**src/rtl/rxq_pkg.sv**
```systemverilog
package rxq_pkg;

  typedef struct packed {
    logic brk;
    logic fe;
    logic pe;
  } errFlags_t;

  typedef struct packed {
    logic push;
    logic pop;
    logic clrErr;
  } pathCtl_t;

  localparam logic [1:0] ADDR_MODE   = 2'd0;
  localparam logic [1:0] ADDR_DATA   = 2'd1;
  localparam logic [1:0] ADDR_STATUS = 2'd2;
  localparam logic [1:0] ADDR_OUTCTL = 2'd3;

endpackage

```
**src/rtl/rxq_path.sv**
```systemverilog
module rxq_path
  import rxq_pkg::*;
#(
  parameter int DATA_W = 8,
  parameter int DEPTH  = 3
) (
  input  logic              clk,
  input  logic              rst_n,
  input  pathCtl_t          ctl,
  input  logic              blockMode,
  input  logic [DATA_W-1:0] inData,
  input  errFlags_t         inFlags,
  output logic [DATA_W-1:0] headData,
  output errFlags_t         errStatus,
  output logic              notEmpty,
  output logic              isFull,
  output logic              overrun
);

  localparam int PTR_W = (DEPTH > 1) ? $clog2(DEPTH) : 1;
  localparam int CNT_W = $clog2(DEPTH + 1);
  localparam logic [PTR_W-1:0] LAST_SLOT = PTR_W'(DEPTH - 1);
  localparam logic [CNT_W-1:0] FULL_CNT  = CNT_W'(DEPTH);

  logic [PTR_W-1:0]  wrPtr, rdPtr;
  logic [CNT_W-1:0]  count;
  logic [DATA_W-1:0] dataVec [DEPTH];
  errFlags_t         flagVec [DEPTH];
  errFlags_t         accum, headFlags, headView;
  logic              doPush, doPop, ovEvent;

  function automatic logic [PTR_W-1:0] stepPtr(input logic [PTR_W-1:0] p);
    return (p == LAST_SLOT) ? '0 : p + 1'b1;
  endfunction

  assign notEmpty = (count != '0);
  assign isFull   = (count == FULL_CNT);
  assign doPop    = ctl.pop && notEmpty;
  assign doPush   = ctl.push && (!isFull || doPop);
  assign ovEvent  = ctl.push && isFull && !doPop;

  for (genvar s = 0; s < DEPTH; s++) begin : g_slot
    logic [DATA_W-1:0] slotData;
    errFlags_t         slotFlags;
    always_ff @(posedge clk or negedge rst_n) begin
      if (!rst_n) begin
        slotData  <= '0;
        slotFlags <= '0;
      end else if (doPush && wrPtr == PTR_W'(s)) begin
        slotData  <= inData;
        slotFlags <= inFlags;
      end
    end
    assign dataVec[s] = slotData;
    assign flagVec[s] = slotFlags;
  end

  always_ff @(posedge clk or negedge rst_n) begin
    if (!rst_n) begin
      wrPtr <= '0;
      rdPtr <= '0;
      count <= '0;
    end else begin
      if (doPush) wrPtr <= stepPtr(wrPtr);
      if (doPop)  rdPtr <= stepPtr(rdPtr);
      case ({doPush, doPop})
        2'b10:   count <= count + 1'b1;
        2'b01:   count <= count - 1'b1;
        default: count <= count;
      endcase
    end
  end

  always_ff @(posedge clk or negedge rst_n) begin
    if (!rst_n) begin
      overrun <= 1'b0;
      accum   <= '0;
    end else begin
      overrun <= (overrun && !ctl.clrErr) || ovEvent;
      if (ctl.clrErr)  accum <= '0;
      else if (doPop)  accum <= accum | headFlags;
    end
  end

  assign headData  = dataVec[rdPtr];
  assign headFlags = flagVec[rdPtr];
  assign headView  = notEmpty ? headFlags : '0;
  assign errStatus = blockMode ? (accum | headView) : headView;

  p_count_bound_r2: assert property (@(posedge clk) disable iff (!rst_n)
    count <= FULL_CNT);

  p_overrun_set_r3: assert property (@(posedge clk) disable iff (!rst_n)
    (ctl.push && isFull && !ctl.pop) |=> overrun);

  p_discard_r3: assert property (@(posedge clk) disable iff (!rst_n)
    (ctl.push && isFull && !ctl.pop) |=> isFull);

  p_clear_r3: assert property (@(posedge clk) disable iff (!rst_n)
    (ctl.clrErr && !(ctl.push && isFull && !ctl.pop)) |=> !overrun);

  p_empty_clean_r6: assert property (@(posedge clk) disable iff (!rst_n)
    (!blockMode && !notEmpty) |-> (errStatus == '0));

endmodule

```
**src/rtl/rxq_ctrl.sv**
```systemverilog
module rxq_ctrl
  import rxq_pkg::*;
#(
  parameter int DATA_W = 8,
  parameter int REG_W  = 8
) (
  input  logic              clk,
  input  logic              rst_n,
  input  logic              regWr,
  input  logic              regRd,
  input  logic [1:0]        regAddr,
  input  logic [REG_W-1:0]  wrData,
  input  logic              cmdSetPtr,
  input  logic              cmdRstErr,
  input  logic              charValid,
  input  logic              startDet,
  input  logic [DATA_W-1:0] headData,
  input  errFlags_t         errStatus,
  input  logic              notEmpty,
  input  logic              isFull,
  input  logic              overrun,
  output pathCtl_t          ctl,
  output logic              blockMode,
  output logic [REG_W-1:0]  readData,
  output logic              rxIrq,
  output logic              rtsN
);

  localparam int AUTO_RTS_BIT = 7;
  localparam int IRQ_SEL_BIT  = 6;
  localparam int BLOCK_BIT    = 5;

  logic [REG_W-1:0] modeOne, modeTwo, headExt;
  logic             ptrAtTwo, swRts, autoHold, modeAcc, autoNeg;

  assign modeAcc   = (regWr || regRd) && (regAddr == ADDR_MODE);
  assign blockMode = modeOne[BLOCK_BIT];

  assign ctl.push   = charValid;
  assign ctl.pop    = regRd && (regAddr == ADDR_DATA);
  assign ctl.clrErr = cmdRstErr;

  always_ff @(posedge clk or negedge rst_n) begin
    if (!rst_n) begin
      ptrAtTwo <= 1'b0;
      modeOne  <= '0;
      modeTwo  <= '0;
      swRts    <= 1'b0;
    end else begin
      if (regWr && regAddr == ADDR_MODE) begin
        if (ptrAtTwo) modeTwo <= wrData;
        else          modeOne <= wrData;
      end
      if (cmdSetPtr)    ptrAtTwo <= 1'b0;
      else if (modeAcc) ptrAtTwo <= 1'b1;
      if (regWr && regAddr == ADDR_OUTCTL) swRts <= wrData[0];
    end
  end

  always_ff @(posedge clk or negedge rst_n) begin
    if (!rst_n)                                 autoHold <= 1'b0;
    else if (!isFull)                           autoHold <= 1'b0;
    else if (modeOne[AUTO_RTS_BIT] && startDet) autoHold <= 1'b1;
  end

  assign autoNeg = autoHold && isFull;
  assign rtsN    = !(swRts && !autoNeg);
  assign rxIrq   = modeOne[IRQ_SEL_BIT] ? isFull : notEmpty;

  always_comb begin
    headExt = '0;
    headExt[DATA_W-1:0] = headData;
  end

  always_comb begin
    readData = '0;
    case (regAddr)
      ADDR_MODE:   readData = ptrAtTwo ? modeTwo : modeOne;
      ADDR_DATA:   readData = notEmpty ? headExt : '0;
      ADDR_STATUS: readData[5:0] = {errStatus.brk, errStatus.fe, errStatus.pe,
                                    overrun, isFull, notEmpty};
      default:     readData[0] = swRts;
    endcase
  end

  p_ptr_home_r4: assert property (@(posedge clk) disable iff (!rst_n)
    cmdSetPtr |=> !ptrAtTwo);

  p_ptr_adv_r4: assert property (@(posedge clk) disable iff (!rst_n)
    (modeAcc && !cmdSetPtr) |=> ptrAtTwo);

  p_rts_follow_r8: assert property (@(posedge clk) disable iff (!rst_n)
    !isFull |-> (rtsN == !swRts));

  p_rts_auto_r9: assert property (@(posedge clk) disable iff (!rst_n)
    (modeOne[AUTO_RTS_BIT] && startDet && isFull && !ctl.pop && !charValid) |=> rtsN);

  p_sw_kept_r9: assert property (@(posedge clk) disable iff (!rst_n)
    (startDet && !(regWr && regAddr == ADDR_OUTCTL)) |=> $stable(swRts));

endmodule

```
**src/rtl/rx_char_queue.sv**
```systemverilog
module rx_char_queue
  import rxq_pkg::*;
#(
  parameter int DATA_W = 8,
  parameter int DEPTH  = 3
) (
  input  logic              clk,
  input  logic              rst_n,
  input  logic              charValid,
  input  logic [DATA_W-1:0] charData,
  input  logic              charFe,
  input  logic              charPe,
  input  logic              charBrk,
  input  logic              startDet,
  input  logic              regWr,
  input  logic              regRd,
  input  logic [1:0]        regAddr,
  input  logic [7:0]        wrData,
  output logic [7:0]        readData,
  input  logic              cmdSetPtr,
  input  logic              cmdRstErr,
  output logic              rxIrq,
  output logic              rtsN
);

  pathCtl_t          ctl;
  errFlags_t         inFlags, errStatus;
  logic [DATA_W-1:0] headData;
  logic              blockMode, notEmpty, isFull, overrun;

  assign inFlags = '{brk: charBrk, fe: charFe, pe: charPe};

  rxq_path #(.DATA_W(DATA_W), .DEPTH(DEPTH)) u_path (
    .clk(clk), .rst_n(rst_n), .ctl(ctl), .blockMode(blockMode),
    .inData(charData), .inFlags(inFlags), .headData(headData),
    .errStatus(errStatus), .notEmpty(notEmpty), .isFull(isFull),
    .overrun(overrun)
  );

  rxq_ctrl #(.DATA_W(DATA_W), .REG_W(8)) u_ctrl (
    .clk(clk), .rst_n(rst_n), .regWr(regWr), .regRd(regRd),
    .regAddr(regAddr), .wrData(wrData), .cmdSetPtr(cmdSetPtr),
    .cmdRstErr(cmdRstErr), .charValid(charValid), .startDet(startDet),
    .headData(headData), .errStatus(errStatus), .notEmpty(notEmpty),
    .isFull(isFull), .overrun(overrun), .ctl(ctl), .blockMode(blockMode),
    .readData(readData), .rxIrq(rxIrq), .rtsN(rtsN)
  );

endmodule

```
**config.mk**
```make
export PLATFORM = sky130hd
export DESIGN_NAME = rx_char_queue
export DESIGN_NICKNAME = d
export VERILOG_FILES = /design/src/rtl/rxq_pkg.sv /design/src/rtl/rxq_path.sv /design/src/rtl/rxq_ctrl.sv /design/src/rtl/rx_char_queue.sv
export SDC_FILE = /design/constraint.sdc
export NUM_CORES = 1
export LEC_CHECK = 0
export BUFFER_PORTS_ARGS = -buffer_cell sky130_fd_sc_hd__buf_2
export CORE_MARGIN = 5
export CORE_UTILIZATION = 52
export DETAILED_ROUTE_END_ITERATION = 10
export PLACE_DENSITY = 0.76
export SETUP_SLACK_MARGIN = 0.1
export SYNTH_ARGS = -nofsm -noshare
export SYNTH_HDL_FRONTEND = slang
export SYNTH_HIERARCHICAL = 1
export SYNTH_SLANG_ARGS = --single-unit
```
**constraint.sdc**
```tcl
create_clock -name clk -period 2.02 [get_ports clk]
set_input_delay 0.404 -clock clk [delete_from_list [all_inputs] [get_ports clk]]
set_output_delay 0.404 -clock clk [all_outputs]
set_load 0.005 [all_outputs]
```
==> flow_metrics.env <==
export IMPL_wl_per_cell_um=18.6
export IMPL_initial_core_util=0.533
export IMPL_via_per_inst=5.70
export IMPL_drt_iter0_markers=129
export IMPL_drv_slew=0
export IMPL_drc=0
export IMPL_worst_ep_arrival_time_ns=1.82
export IMPL_placementRows=28
export IMPL_clockBufferDepth=2
export IMPL_path_cells="buf_6, mux2i_4, a2bb2oi_2, o21ai_1, a32oi_1, o21ai_1, buf_2"
export IMPL_end_kind="primary output"
export IMPL_overflow=0
export IMPL_antenna_found_initial=0
export IMPL_layout_nets=337
export IMPL_fillCellCount=425
export IMPL_die_h_um=87.7
export IMPL_leakagePower_nw=1.77
export IMPL_holdCritPathClass="input port to asynchronous set/reset pin"
export IMPL_yosysWarnings=6
export IMPL_syn_area_sq_um=3140
export IMPL_vias=2212
export IMPL_rsz0062_at_grt="true"
export IMPL_syn_avg_cell_area_sq_um=12.3
export IMPL_setup_viol_count_final=8
export IMPL_cp_start_kind="flip-flop"
export IMPL_ys_ff_latch=62
export IMPL_status="complete, but fails checks"
export IMPL_final_layout_size_suffix_gt1_frac=0.486
export IMPL_violations="setup timing"
export IMPL_cts_made_buffers=9
export IMPL_io_pins=39
export IMPL_portBuffers=38
export IMPL_clock_sinks=62
export IMPL_cts_htree_levels=3
export IMPL_synth_async_sr_flop_share=1.00
export IMPL_path_clk_slew_ns=0.06
export IMPL_crit_buf_inv=2
export IMPL_synth_seq_area_share=0.494
export IMPL_worst_pin_slew_ns=0.552
export IMPL_syn_nets=284
export IMPL_layout_min_cycle_time_ns=2.23
export IMPL_die_x_um=87.7
export IMPL_slowest_delay_ns=0.38
export IMPL_crit_path_top_delay_cell="dfrtp_1"
export IMPL_synth_edf_count=0
export IMPL_synth_cell_types=38
export IMPL_antennaDiodeCount=0
export IMPL_finalHoldViolCount=0
export IMPL_period_share=1.10
export IMPL_coreArea_sq_um=5890
export IMPL_crit_fanout=5
export IMPL_timing_hold_ws_ns=0.0679
export IMPL_peakVddDrop_uv=579
export IMPL_gr_usage_all_layers=0.200
export IMPL_wl_mm=7.21
export IMPL_clockRootBuffer="clkbuf_8"
export IMPL_synthFlopType="dfrtp_1"
export IMPL_path_class="flip-flop to primary output"
export IMPL_post_place_ws_ns=-0.132
export IMPL_die_area_sq_um=7690
export IMPL_layout_setup_ws_ns=-0.209
export IMPL_grt_max_degree=63
export IMPL_routabilityCongestion=0.772
export IMPL_slew_headroom=0.632
export IMPL_tritoncts="yes"
export IMPL_drtAntennaViolNets=0
export IMPL_clock_fmax_mhz=449
export IMPL_final_cell_mix="60 x dfrtp_1, 37 x buf_2, 35 x mux2_4"
export IMPL_cp_common_cell="o21ai_1"
export IMPL_first_global_vias=2259
export IMPL_mostFrequentLayoutCell="dfrtp_1"
export IMPL_firstDrtPassIters=4
export IMPL_required_ns=1.62
export IMPL_crit_family="compound AO/OA/AOI/OAI gates"
export IMPL_dp_hpwl_mm=4.66
export IMPL_clock_latency_ns=0.34
export IMPL_grt_pass1_wl_mm=11.5
export IMPL_timing_max_cap_violations=0
export IMPL_cts_hold_buf=0
export IMPL_area_growth_syn_to_layout_pct=23.6
export IMPL_powerDensity_nw_per_um2=1370
export IMPL_finClkSkew_ns=0.00748
export IMPL_syn_inst=255
cell families (layout without fill, tap and decap cells):
family / after synthesis / in the layout / share of synthesized area
compound gates: 56 / 56 / 0.111
mux: 69 / 69 / 0.270
buf+inv: 23 / 81 / 0.0423
simple gates: 45 / 45 / 0.0821
flops: 62 / 62 / 0.494
state kept, by name, summed over array words and instances, names as in the netlist, 2 cells and up:
register / flops
u_ctrl/modeOne: 8
u_path/flagVec: 9
u_path/accum: 3
u_path/wrPtr: 2
u_path/rdPtr: 2
u_path/count: 2
u_ctrl/modeTwo: 8
u_path/g_slot.slotData: 24
where the power goes:
| part | internal [mW] | switching, mW |
|---|---|---|
| Combinational | 1.22 | 0.813 |
| Clock | 0.725 | 0.460 |
| Sequential | 1.73 | 0.374 |
| Total | 3.67 | 1.65 |
repair_timing:
item / 4_1_cts / 5_1_grt
endpoints found under the setup margin: 9 / 9
buffers inserted: 2 / 5
pin swaps: 10 / 6
gates resized for setup: 29 / 12
metrics by stage:
| step | instances | TNS (ns) | utilization | instance area (sq um) | power (mW) |
|---|---|---|---|---|---|
| 3_3_place_gp | 365 | -2.14 | 0.592 | 3480 | 3.71 |
| 2_1_floorplan | 255 | -1.75 | - | 3190 | 3.27 |
| 4_1_cts | 383 | -1.30 | 0.644 | 3790 | 5.20 |
| 5_1_grt | 388 | -2.10 | 0.659 | 3880 | 5.63 |
| 6_report | 388 | -1.23 | 0.659 | 3880 | 5.32 |
| 3_5_place_dp | 365 | -2.82 | 0.592 | 3480 | 3.79 |
per-layer routing:
metal  vias up  track usage  wire length, um
met1      1123        0.258             3010
met5         -            0                0
li1       1022            -                -
met2        50        0.315             3680
met4         0       0.0921              199
met3        17       0.0508              326
worst register-to-register path, stage by stage, from the launching register on:
cell,delay [ns]
dfrtp_2,0.46
buf_4,0.16
and3b_1,0.19
or4b_4,0.63
mux2_4,0.35
Yosys cell counts, drive strengths merged, types with 2 or more instances:
cell	n	share of area
dfrtp	62	0.49
mux2	51	0.21
o21ai	26	0.041
nand2	19	0.023
mux2i	18	0.057
buf	12	0.029
a21oi	9	0.014
clkbuf	6	0.0072
a32oi	5	0.014
inv	5	0.0060
nor2b	5	0.010
a211oi	4	0.0096
or2	4	0.0080
a2bb2oi	3	0.0084
nor2	3	0.0060
a21o	2	0.0048
and2	2	0.0040
and2b	2	0.0048
and3	2	0.0072
nand3	2	0.0032
nor3	2	0.0032
cell type report:
class	count	area, sq um	share of cell area
Timing Repair Buffer	60	407	0.105
Inverter	5	23.8	0.00613
Clock inverter	4	70.1	0.0181
Sequential cell	62	1550	0.401
Clock buffer	12	145	0.0374
Multi-Input combinational cell	170	1590	0.409
Tap cell	75	93.8	0.0242
worst paths after layout:
path	depth (start not counted)	slack, ns	end	startpoint
min reg2reg	1	0.51	u_path/g_slot[2].slotData[0]$_DFFE_PN0P_	u_path/g_slot[2].slotData[0]$_DFFE_PN0P_
max	7	-0.21	readData[4]	u_path/rdPtr[0]$_DFFE_PN0N_
min	2	0.07	u_path/g_slot[2].slotData[5]$_DFFE_PN0P_	rst_n
max in group asynchronous	2	1.67	u_path/count[0]$_DFFE_PN0P_	rst_n
min in group clk	2	0.21	u_ctrl/ptrAtTwo$_DFFE_PN0P_	cmdSetPtr
max reg2reg	4	0.13	u_path/flagVec[6]$_DFFE_PN0P_	u_path/count[1]$_DFFE_PN0P_
No activity file was read; power rests on OpenSTA's default activity.
